### src/rtl/ptw_pkg.sv
package ptw_pkg;

    typedef enum logic [1:0] {
        ACC_READ  = 2'd0,
        ACC_WRITE = 2'd1,
        ACC_FETCH = 2'd2,
        ACC_RSVD  = 2'd3
    } acc_e;

    typedef enum logic [1:0] {
        RGT_NONE = 2'd0,
        RGT_RO   = 2'd1,
        RGT_RW   = 2'd2,
        RGT_RX   = 2'd3
    } rights_e;

    typedef enum logic [1:0] {
        ST_OK    = 2'd0,
        ST_PGFLT = 2'd1,
        ST_PROT  = 2'd2
    } status_e;

    typedef enum logic [2:0] {
        S_IDLE,
        S_ISSUE,
        S_WAIT,
        S_CHECK,
        S_RESPOND
    } walk_state_e;

    function automatic logic rights_allow(rights_e r, acc_e a);
        logic ok;
        case (r)
            RGT_RO:  ok = (a == ACC_READ);
            RGT_RW:  ok = (a == ACC_READ) || (a == ACC_WRITE);
            RGT_RX:  ok = (a == ACC_READ) || (a == ACC_FETCH);
            default: ok = 1'b0;
        endcase
        return ok;
    endfunction

endpackage

### src/rtl/ptw_addr_calc.sv
module ptw_addr_calc #(
    parameter int ADDR_W    = 32,
    parameter int VPN_W     = 20,
    parameter int PTE_BYTES = 4
) (
    input  logic [ADDR_W-1:0] base,
    input  logic [VPN_W-1:0]  vpn,
    output logic [ADDR_W-1:0] addr
);
    localparam int SHIFT = $clog2(PTE_BYTES);

    logic [ADDR_W-1:0] vpn_ext;
    assign vpn_ext = ADDR_W'(vpn);
    assign addr    = base + (vpn_ext << SHIFT);
endmodule

### src/rtl/ptw_perm_check.sv
module ptw_perm_check
    import ptw_pkg::*;
#(
    parameter int PPN_W = 20
) (
    input  logic             valid,
    input  logic [1:0]       rights,
    input  logic [PPN_W-1:0] ppn_in,
    input  logic [1:0]       acc,
    output logic [1:0]       status,
    output logic [PPN_W-1:0] ppn_out
);
    always_comb begin
        if (!valid) begin
            status  = ST_PGFLT;
            ppn_out = '0;
        end else if (!rights_allow(rights_e'(rights), acc_e'(acc))) begin
            status  = ST_PROT;
            ppn_out = '0;
        end else begin
            status  = ST_OK;
            ppn_out = ppn_in;
        end
    end
endmodule

### src/rtl/ptw_walker.sv
module ptw_walker
    import ptw_pkg::*;
#(
    parameter int ADDR_W    = 32,
    parameter int VPN_W     = 20,
    parameter int PPN_W     = 20,
    parameter int OFF_W     = 12,
    parameter int PTE_BYTES = 4,
    parameter int PTE_W     = PPN_W + 3
) (
    input  logic              clk,
    input  logic              rst,
    input  logic              base_wr_en,
    input  logic [ADDR_W-1:0] base_wr_data,
    input  logic              req_valid,
    output logic              req_ready,
    input  logic [VPN_W-1:0]  req_vpn,
    input  logic [OFF_W-1:0]  req_off,
    input  logic [1:0]        req_acc,
    output logic              resp_valid,
    output logic [1:0]        resp_status,
    output logic [PPN_W-1:0]  resp_ppn,
    output logic [OFF_W-1:0]  resp_off,
    output logic              mem_rd_valid,
    input  logic              mem_rd_ready,
    output logic [ADDR_W-1:0] mem_rd_addr,
    input  logic              mem_rsp_valid,
    input  logic [PTE_W-1:0]  mem_rsp_data
);
    typedef struct packed {
        logic [PPN_W-1:0] ppn;
        logic [1:0]       rights;
        logic             valid;
    } pte_t;

    walk_state_e       state_q;
    logic [ADDR_W-1:0] base_q;
    logic [ADDR_W-1:0] walk_base_q;
    logic [VPN_W-1:0]  vpn_q;
    logic [OFF_W-1:0]  off_q;
    logic [1:0]        acc_q;
    pte_t              pte_q;
    logic [1:0]        status_q;
    logic [PPN_W-1:0]  ppn_q;

    logic [1:0]        chk_status;
    logic [PPN_W-1:0]  chk_ppn;

    ptw_addr_calc #(
        .ADDR_W   (ADDR_W),
        .VPN_W    (VPN_W),
        .PTE_BYTES(PTE_BYTES)
    ) addr_i (
        .base(walk_base_q),
        .vpn (vpn_q),
        .addr(mem_rd_addr)
    );

    ptw_perm_check #(
        .PPN_W(PPN_W)
    ) perm_i (
        .valid  (pte_q.valid),
        .rights (pte_q.rights),
        .ppn_in (pte_q.ppn),
        .acc    (acc_q),
        .status (chk_status),
        .ppn_out(chk_ppn)
    );

    always_ff @(posedge clk) begin
        if (rst) begin
            base_q <= '0;
        end else if (base_wr_en) begin
            base_q <= base_wr_data;
        end
    end

    always_ff @(posedge clk) begin
        if (rst) begin
            state_q     <= S_IDLE;
            walk_base_q <= '0;
            vpn_q       <= '0;
            off_q       <= '0;
            acc_q       <= '0;
            pte_q       <= '0;
            status_q    <= '0;
            ppn_q       <= '0;
        end else begin
            case (state_q)
                S_IDLE: begin
                    if (req_valid) begin
                        walk_base_q <= base_q;
                        vpn_q       <= req_vpn;
                        off_q       <= req_off;
                        acc_q       <= req_acc;
                        state_q     <= S_ISSUE;
                    end
                end
                S_ISSUE: begin
                    if (mem_rd_ready) begin
                        state_q <= S_WAIT;
                    end
                end
                S_WAIT: begin
                    if (mem_rsp_valid) begin
                        pte_q   <= pte_t'(mem_rsp_data);
                        state_q <= S_CHECK;
                    end
                end
                S_CHECK: begin
                    status_q <= chk_status;
                    ppn_q    <= chk_ppn;
                    state_q  <= S_RESPOND;
                end
                default: begin
                    state_q <= S_IDLE;
                end
            endcase
        end
    end

    assign req_ready    = (state_q == S_IDLE);
    assign mem_rd_valid = (state_q == S_ISSUE);
    assign resp_valid   = (state_q == S_RESPOND);
    assign resp_status  = status_q;
    assign resp_ppn     = ppn_q;
    assign resp_off     = off_q;


    mem_req_hold_chk: assert property (@(posedge clk) disable iff (rst)
        (mem_rd_valid && !mem_rd_ready) |=> (mem_rd_valid && $stable(mem_rd_addr)));


    mem_req_after_accept_chk: assert property (@(posedge clk) disable iff (rst)
        $rose(mem_rd_valid) |-> $past(req_valid && req_ready));


    resp_single_pulse_chk: assert property (@(posedge clk) disable iff (rst)
        resp_valid |=> !resp_valid);


    busy_not_ready_chk: assert property (@(posedge clk) disable iff (rst)
        (resp_valid || mem_rd_valid) |-> !req_ready);


    fault_zero_ppn_chk: assert property (@(posedge clk) disable iff (rst)
        (resp_valid && resp_status != 2'd0) |-> (resp_ppn == '0));


    status_legal_chk: assert property (@(posedge clk) disable iff (rst)
        resp_valid |-> (resp_status != 2'd3));
endmodule

### config.mk
export PLATFORM = sky130hd
export DESIGN_NAME = ptw_walker
export DESIGN_NICKNAME = d
export VERILOG_FILES = /design/src/rtl/ptw_pkg.sv /design/src/rtl/ptw_addr_calc.sv /design/src/rtl/ptw_perm_check.sv /design/src/rtl/ptw_walker.sv
export SDC_FILE = /design/constraint.sdc
export NUM_CORES = 1
export LEC_CHECK = 0
export ABC_AREA = 1
export BUFFER_PORTS_ARGS = -buffer_cell sky130_fd_sc_hd__buf_2
export CAP_MARGIN = 20
export CORE_MARGIN = 8
export CORE_UTILIZATION = 55
export DETAILED_ROUTE_END_ITERATION = 8
export PLACE_DENSITY = 0.77
export SLEW_MARGIN = 30
export SYNTH_ARGS = -nofsm -noshare
export SYNTH_HDL_FRONTEND = slang
export SYNTH_HIERARCHICAL = 1
export SYNTH_SLANG_ARGS = --single-unit
### constraint.sdc
create_clock -name clk -period 2.16 [get_ports clk]
set_input_delay 0.108 -clock clk [delete_from_list [all_inputs] [get_ports clk]]
set_output_delay 0.108 -clock clk [all_outputs]
set_load 0.03 [all_outputs]
Word-level counts from Yosys, hierarchy flattened. Index checks and enable logic that the tools add are counted.

Bits in registers: 146. Bits of input ports: 95. Output and inout bits: 69. Logic and storage cells: 41.

Add/subtract/negate cells: 1. Equal/unequal tests: 12. Mux-type cells: 10. Reduce and logical (&&, ||, !) cells: 7.

Operator list (number): 20-bit 2-to-1 mux (2); 32-bit by 22-bit adder with 32-bit output (1); 3-bit one-hot mux with 4 select lines (1); 3-bit 2-to-1 mux (3); 2-bit == test (second input constant) (3); 3-bit by 2-bit == test with 1-bit output (second input constant) (2); 2-bit by 1-bit == test with 1-bit output (second input constant) (2); 2-bit 2-to-1 mux (2); 2-bit != test (second input constant) (2); 2-bit AND reduction (2); 3-bit by 1-bit == test with 1-bit output (second input constant) (1); 3-bit == test (second input constant) (1); 3-bit zero test (1); 1-bit one-hot mux with 3 select lines (1); 3-bit AND reduction (1); 2-bit zero test (1); 1-bit logical OR (2); 2-bit by 1-bit != test with 1-bit output (second input constant) (1); 1-bit 2-to-1 mux (1).

Longest topological paths before layout. Gate-level depths: netlist (run 1).

Depth in word-level cells: 6. Gate-level depth with buffers: 12. Depth with buffers taken out: 12.

Hierarchy. The synthesis (run 1) kept the hierarchy.

Modules (own cells, without submodules): ptw_walker (times used 1, cells an instance 658, area each 5285.1 um2, seq. area each 2922.8 um2); ptw_addr_calc (times used 1, cells an instance 392, area each 1945.6 um2, seq. area each 0.0 um2); ptw_perm_check (times used 1, cells an instance 56, area each 347.8 um2, seq. area each 0.0 um2).

Least setup slack after synthesis (run 1). OpenSTA, ideal clock, no wires.

Path type: flip-flop to output port. From: register walk_base_q[2]. To: output port mem_rd_addr[18]. Arrival time: 1.943 ns. Data required time: 2.052 ns. Path slack: 0.109 ns. Cell stages (with the launch flop): 11. Cell sequence: dfxtp_1 ha_1 inv_1 fa_1 inv_1 nand3_1 nand3_2 nand2_1 nand2_1 a21oi_1 xnor2_1.

Longest elaborated chain between the ends: 1.

RTL lines: from (decl) (line ptw_walker.sv:38) `logic [ADDR_W-1:0] walk_base_q;`; from (signal assigned) (line ptw_walker.sv:92) `walk_base_q <= base_q;`; 32-bit by 22-bit adder with 32-bit output (line ptw_addr_calc.sv:14) `assign addr = base + (vpn_ext << SHIFT);`; to (decl) (line ptw_walker.sv:26) `output logic [ADDR_W-1:0] mem_rd_addr,`.

No other way between the ends.

Worst setup path in the final report (run 1).
From: register walk_base_q[2]. To: output port mem_rd_addr[10].

Same word-level chain as after synthesis.

==> flow_summary_export.csv, run 1 <==
group,metric,value,unit
status,status,"complete, but fails checks",
status,violations,"setup timing",
die,start_util,55.5,%
critical_path,path_class,"reg -> out",
placement,hpwl,14600,um
route,postRouteAntennaNets,0,
hold_path,hp-start,"req_vpn[9]",
grt,use_met3,8.43,%
route,routed_via_density,5.38,
critical_path,cp_max_fo,4,
sta,final-hold-violation-count,0,
critical_path,reg2regPathDepth,4,
critical_path,end_kind,"output pin",
sta,fin_skew,0.0129,ns
sta,whs,0.0296,ns
power,power_frac_clock,29.8,%
route,dr.pass1.iters,6,
grt,grt_remaining_overflow,0,
finish,drive_above_1_share,30.2,%
route,drt_iter0_drc,704,
clocking,clk_latency,0.43,ns
grt,grt_pass1_vias,8027,
logic_synthesis,synth.cell_area,7580,sq um
power,p_per_area,910,nW/um^2
logic_synthesis,synth_seq_area_share,38.6,%
finish,layout.cells.non_filler,1541,
sta,layout_min_cycle_time,2.34,ns
critical_path,r2r_end,"pte_q[18]$_SDFFE_PP0P_",
finish,fillers,955,
route,drt-wirelength-per-cell,16.4,um
critical_path,reg2reg_from,"state_q[1]$_SDFFE_PP0P_",
grt,track_usage,26.3,%
die,row_count,43,
power,internal-power,0.00607,W
hold_path,min_to,"vpn_q[9]$_SDFFE_PP0P_",
logic_synthesis,synth_cells,1106,
placement,numPortBuffers,163,
flow_run,max-cap-violations,0,
power,peakVddDrop,0.629,mV
route,routed_wl,25200,um
die,die_y,133,um
critical_path,critPathArrivalTime,2.23,ns
logic_synthesis,synth_cell_types,31,
clocking,cts_buffers,17,
logic_synthesis,syn_avg_cell_area,6.85,sq um
finish,area_growth,41.7,%
grt,grt_max_degree,68,
hold_path,hp-class,"in -> reg",
clocking,cts_sinks,146,
sta,tightest_slew,0.798,ns
grt,antenna_found_initial,2,
critical_path,cp-start-kind,"flip-flop",
clocking,htree_levels,4,
clocking,cts-root-buf,"clkbuf_16",
critical_path,reg2reg_slack,0.59,ns
sta,drv_slew,0,
finish,layout.area.seq,2970,sq um
logic_synthesis,synth.net_count,1222,
die,dieArea,17800,sq um
power,power.leakage,4.96,nW
finish,nNetsFinal,1462,
sta,setup_slack,-0.179,ns
finish,final_area,10700,sq um
sta,max_freq,428,MHz
grt,use_met2,43.4,%
hold_path,hold_depth,3,
sta,fin_crit_sh,108,%
grt,grt_most_used_layer,"met2",
critical_path,crit_required,2.05,ns
clocking,cts_tree,"built",
clocking,path_clk_slew,0.06,ns
finish,postLayoutCoreUtil,78.6,%
grt,grt_util_met1,31.1,%
placement,gp_congestion,0.902,
power,switching_power,0.00371,W
die,core-area,13700,sq um
clocking,cts.path.max_buffers,2,
grt,grt_pass1_wl,38600,um
die,design.portCount,164,
power,power_frac_seq,35.4,%
sta,setup-violations-final,19,
route,drc,0,
logic_synthesis,synth_warnings,6,
placement,dpl_cell_area,8430,sq um
placement,dpl.cell_count,1401,
finish,multiInputGateArea,4390,sq um
logic_synthesis,ys_ff_latch,146,
finish,final_common_cell,"nand2_1",
route,vias,8293,
power,combPwrFrac,34.8,%
sta,relSlewSlack,46.7,%
die,die_w,133,um
power,switching_share,37.9,%
finish,final_cell_mix,"nand2_1, buf_2, nor2_1",
sta,rsz0062_at_grt,"yes",
==> power by group through the flow <==
stage	clock (W)	combinational, W	sequential (W)
floorplan	0	0.00201	0.00356
global placement	0	0.00283	0.00341
detailed placement	0	0.00284	0.00342
CTS	0.00293	0.00315	0.00342
global route	0.00306	0.00368	0.00351
finish	0.00291	0.00341	0.00346
==> final cells by class <==
type                            instances  share of cell area, %
Inverter                              124                   4.34
Tap cell                              180                   2.10
Clock inverter                         12                   1.21
Clock buffer                           20                   4.16
Sequential cell                       146                   27.7
Antenna cell                            2                 0.0466
Multi-Input combinational cell        776                   40.9
Timing Repair Buffer                  281                   19.6
==> metrics by stage <==
stage	setup TNS [ns]	total power [W]	setup slack, ns
2_1_floorplan	0	0.00557	0.109
3_3_place_gp	0	0.00624	0.131
3_5_place_dp	0	0.00627	0.0789
4_1_cts	-0.763	0.00950	-0.130
5_1_grt	-3.61	0.0102	-0.284
6_report	-1.46	0.00978	-0.179
==> layer usage <==
layer  wire length, um  vias up
met3              2060       81
met2             12300      409
met1             10000     3803
met5                 0        -
li1                  -     4000
met4               848        0
==> sequential cells by signal, summed over array words and instances (netlist names) <==
| register | flops |
|---|---|
| vpn_q | 20 |
| resp_ppn | 20 |
| pte_q | 23 |
| resp_status | 2 |
| walk_base_q | 32 |
| base_q | 32 |
| acc_q | 2 |
| state_q | 3 |
| resp_off | 12 |
==> synthesized netlist by cell type (all sizes together) <==
cell type,number,area share (%)
a21o,1,0.099
a21oi,122,9.0
and2,1,0.083
buf,33,3.1
clkbuf,27,1.3
clkinv,1,0.049
dfxtp,146,39
fa,1,0.26
ha,20,3.3
inv,123,6.1
nand2,268,14
nand3,104,7.9
nand3b,1,0.099
nand4,4,0.33
nor2,149,8.1
nor3,9,0.92
o21ai,81,5.3
o21bai,1,0.099
xnor2,2,0.23
xor2,12,1.4
==> worst max-delay path by stage <==
stage	from	endpoint
2_1_floorplan	walk_base_q[2]$_SDFFE_PP0P_	mem_rd_addr[18]
3_3_place_gp	walk_base_q[2]$_SDFFE_PP0P_	mem_rd_addr[16]
3_5_place_dp	vpn_q[0]$_SDFFE_PP0P_	mem_rd_addr[16]
4_1_cts	vpn_q[0]$_SDFFE_PP0P_	mem_rd_addr[16]
5_1_grt	walk_base_q[2]$_SDFFE_PP0P_	mem_rd_addr[10]
6_report	walk_base_q[2]$_SDFFE_PP0P_	mem_rd_addr[10]
==> kinds of logic (layout without fill, tap and decap cells) <==
| kind of cell | Yosys count | in the layout | share of synthesized area (%) |
|---|---|---|---|
| simple gates | 536 | 536 | 31.1 |
| compound gates | 205 | 205 | 14.6 |
| buf+inv | 184 | 437 | 10.5 |
| flops | 146 | 146 | 38.6 |
| fa+ha+maj | 21 | 21 | 3.57 |
| xor+xnor | 14 | 14 | 1.62 |
| other cells | 0 | 2 | 0 |
==> what timing repair did <==
| item | CTS | global route |
|---|---|---|
| gates resized for setup | 72 | 117 |
| hold endpoints to repair | 87 | 0 |
| pin swaps | 11 | 36 |
| hold buffers | 87 | 0 |
| endpoints found under the setup margin | 24 | 24 |
| buffers inserted | 3 | 16 |
==> worst max-delay path, stage by stage (launching register included) <==
cell and delay [ns]:
dfxtp_2 0.35, ha_4 0.15, inv_2 0.04, fa_2 0.36, inv_2 0.08, nand3_2 0.08
nand3_4 0.10, nand2_1 0.09, nand2_2 0.12, buf_6 0.11, xor2_1 0.14, buf_4 0.18
(Power assumes the default switching activity.)
==> run 2, diff against run 1 <==
REMOVE_ABC_BUFFERS = 1   (was unset)
==> run 2 against run 1 <==
Compared with the run above:
- the flow still finishes with violations (setup timing)
- maximum frequency up 0.44%
- combinational power about the same
- setup slack better by 0.010 ns
- die area unchanged
- clock-buffer cell count down 1
- clock power about the same
- total power down 0.37%
==> flow_summary_export.csv, run 2 (synthesis results as in run 1) <==
group,metric,value,unit
sta,final-hold-violation-count,0,
critical_path,critPathArrivalTime,2.22,ns
critical_path,startpoint,"walk_base_q[2]$_SDFFE_PP0P_",
die,die_w,133,um
die,design.portCount,164,
status,status,"complete, but fails checks",
power,peakVddDrop,0.639,mV
sta,layout_min_cycle_time,2.33,ns
placement,numPortBuffers,163,
die,start_util,55.5,%
hold_path,hp-class,"in -> reg",
critical_path,end_kind,"output pin",
grt,grt_remaining_overflow,0,
route,routed_via_density,5.35,
finish,final_cell_mix,"nand2_1, buf_2, nor2_1",
critical_path,reg2regPathDepth,5,
power,power.total,0.00974,W
die,core-area,13700,sq um
finish,reg_top3,"base_q: 32 flops, walk_base_q: 32 flops, pte_q: 23 flops",
finish,nNetsFinal,1460,
finish,drive_above_1_share,29.5,%
sta,max_freq,429,MHz
critical_path,r2r_end,"walk_base_q[29]$_SDFFE_PP0P_",
flow_run,max-cap-violations,0,
grt,antenna_found_initial,1,
grt,grt_pass1_wl,37300,um
clocking,clk_latency,0.42,ns
sta,fin_skew,0.00691,ns
die,dieArea,17800,sq um
critical_path,path_class,"reg -> out",
clocking,cts_buffers,17,
route,drt-wirelength-per-cell,15.4,um
grt,grt_pass1_vias,7873,
sta,tns,-1.27,ns
finish,fillers,931,
sta,setup_slack,-0.169,ns
placement,hpwl,14000,um
clocking,cts.path.max_buffers,2,
finish,multiInputGateArea,4390,sq um
sta,fin_crit_sh,108,%
grt,grt_max_degree,68,
clocking,htree_levels,4,
power,power.leakage,4.91,nW
clocking,cts-root-buf,"clkbuf_16",
route,postRouteAntennaNets,0,
critical_path,cp-start-kind,"flip-flop",
sta,tightest_slew,0.740,ns
route,drt_iter0_drc,730,
clocking,path_clk_slew,0.06,ns
finish,layout.area.seq,2960,sq um
finish,layout.cells.non_filler,1536,
sta,drv_slew,0,
placement,gp_congestion,0.889,
clocking,cts_tree,"built",
sta,rsz0062_at_grt,"yes",
route,dr.pass1.iters,6,
route,routed_wl,23700,um
die,row_count,43,
critical_path,reg2reg_from,"state_q[1]$_SDFFE_PP0P_",
status,violations,"setup timing",
critical_path,crit_end,"mem_rd_addr[30]",
power,p_per_area,911,nW/um^2
die,die_y,133,um
critical_path,reg2reg_slack,0.41,ns
grt,track_usage,25.2,%
route,drc,0,
sta,setup-violations-final,13,
finish,area_growth,41.1,%
clocking,cts_sinks,146,
route,vias,8216,
critical_path,cp_max_fo,4,
critical_path,crit_required,2.05,ns
placement,dpl.cell_count,1402,
finish,final_common_cell,"nand2_1",
sta,relSlewSlack,50.7,%
-- run 2: through the flow --
step	instance area, sq um	setup WS [ns]	utilization, %	hold slack (ns)
floorplan	7240	0.0820	-	0.177
global placement	8430	0.188	61.7	0.331
detailed placement	8430	0.0685	61.7	0.335
CTS	10300	-0.120	75.4	0.000400
global route	10700	-0.251	78.2	0.0537
finish	10700	-0.169	78.3	0.0390
-- run 2: layout make-up --
| class | instances | share of cell area, % |
|---|---|---|
| inverter | 124 | 4.35 |
| tap | 180 | 2.11 |
| antenna | 2 | 0.0468 |
| multi-input combinational | 776 | 41.1 |
| sequential | 146 | 27.7 |
| clock buffer | 19 | 4.14 |
| timing repair buffer | 279 | 19.3 |
| clock inverter | 10 | 1.29 |
-- run 2: report_power, final --
part	internal [W]	switching, W	total (W)
Combinational	0.00121	0.00218	0.00339
Sequential	0.00311	0.000304	0.00342
Clock	0.00182	0.00111	0.00294
-- run 2: timing repair --
| action | 4_1_cts | 5_1_grt |
|---|---|---|
| hold endpoints to repair | 88 | 0 |
| setup endpoints to repair | 24 | 24 |
| buffers inserted | 1 | 14 |
| pin swaps | 11 | 29 |
| hold buffers | 88 | 0 |
| gates resized for setup | 88 | 92 |
-- run 2: metal layers --
metal	track usage [%]	vias up	share of wire, %
li1	-	3994	-
met1	28.3	3805	40
met2	43.8	355	50
met3	7.76	62	7.2
met4	9.73	0	2.8
met5	0	-	0
-- run 2: how the worst min path moves through the flow --
stage,slack (ns),depth (start not counted),startpoint,end
finish,0.04,3,mem_rsp_data[15],pte_q[15]$_SDFFE_PP0P_
global route,0.05,3,mem_rsp_data[15],pte_q[15]$_SDFFE_PP0P_
CTS,0.0004,3,mem_rsp_data[15],pte_q[15]$_SDFFE_PP0P_
detailed placement,0.33,3,base_wr_data[16],base_q[16]$_SDFFE_PP0P_
global placement,0.33,3,base_wr_data[20],base_q[20]$_SDFFE_PP0P_
floorplan,0.18,1,rst,acc_q[0]$_SDFFE_PP0P_
-- run 2: critical path, cell delays in order, from the launching register on --
cell     delay [ns]
dfxtp_2        0.36
ha_4           0.15
inv_2          0.04
fa_2           0.35
inv_2          0.08
nand3_2        0.09
nand3_4        0.11
nand3_2        0.12
nand2_4        0.12
nand2_2        0.07
nand2_1        0.05
nand2_1        0.06
nand2_2        0.07
buf_6          0.13
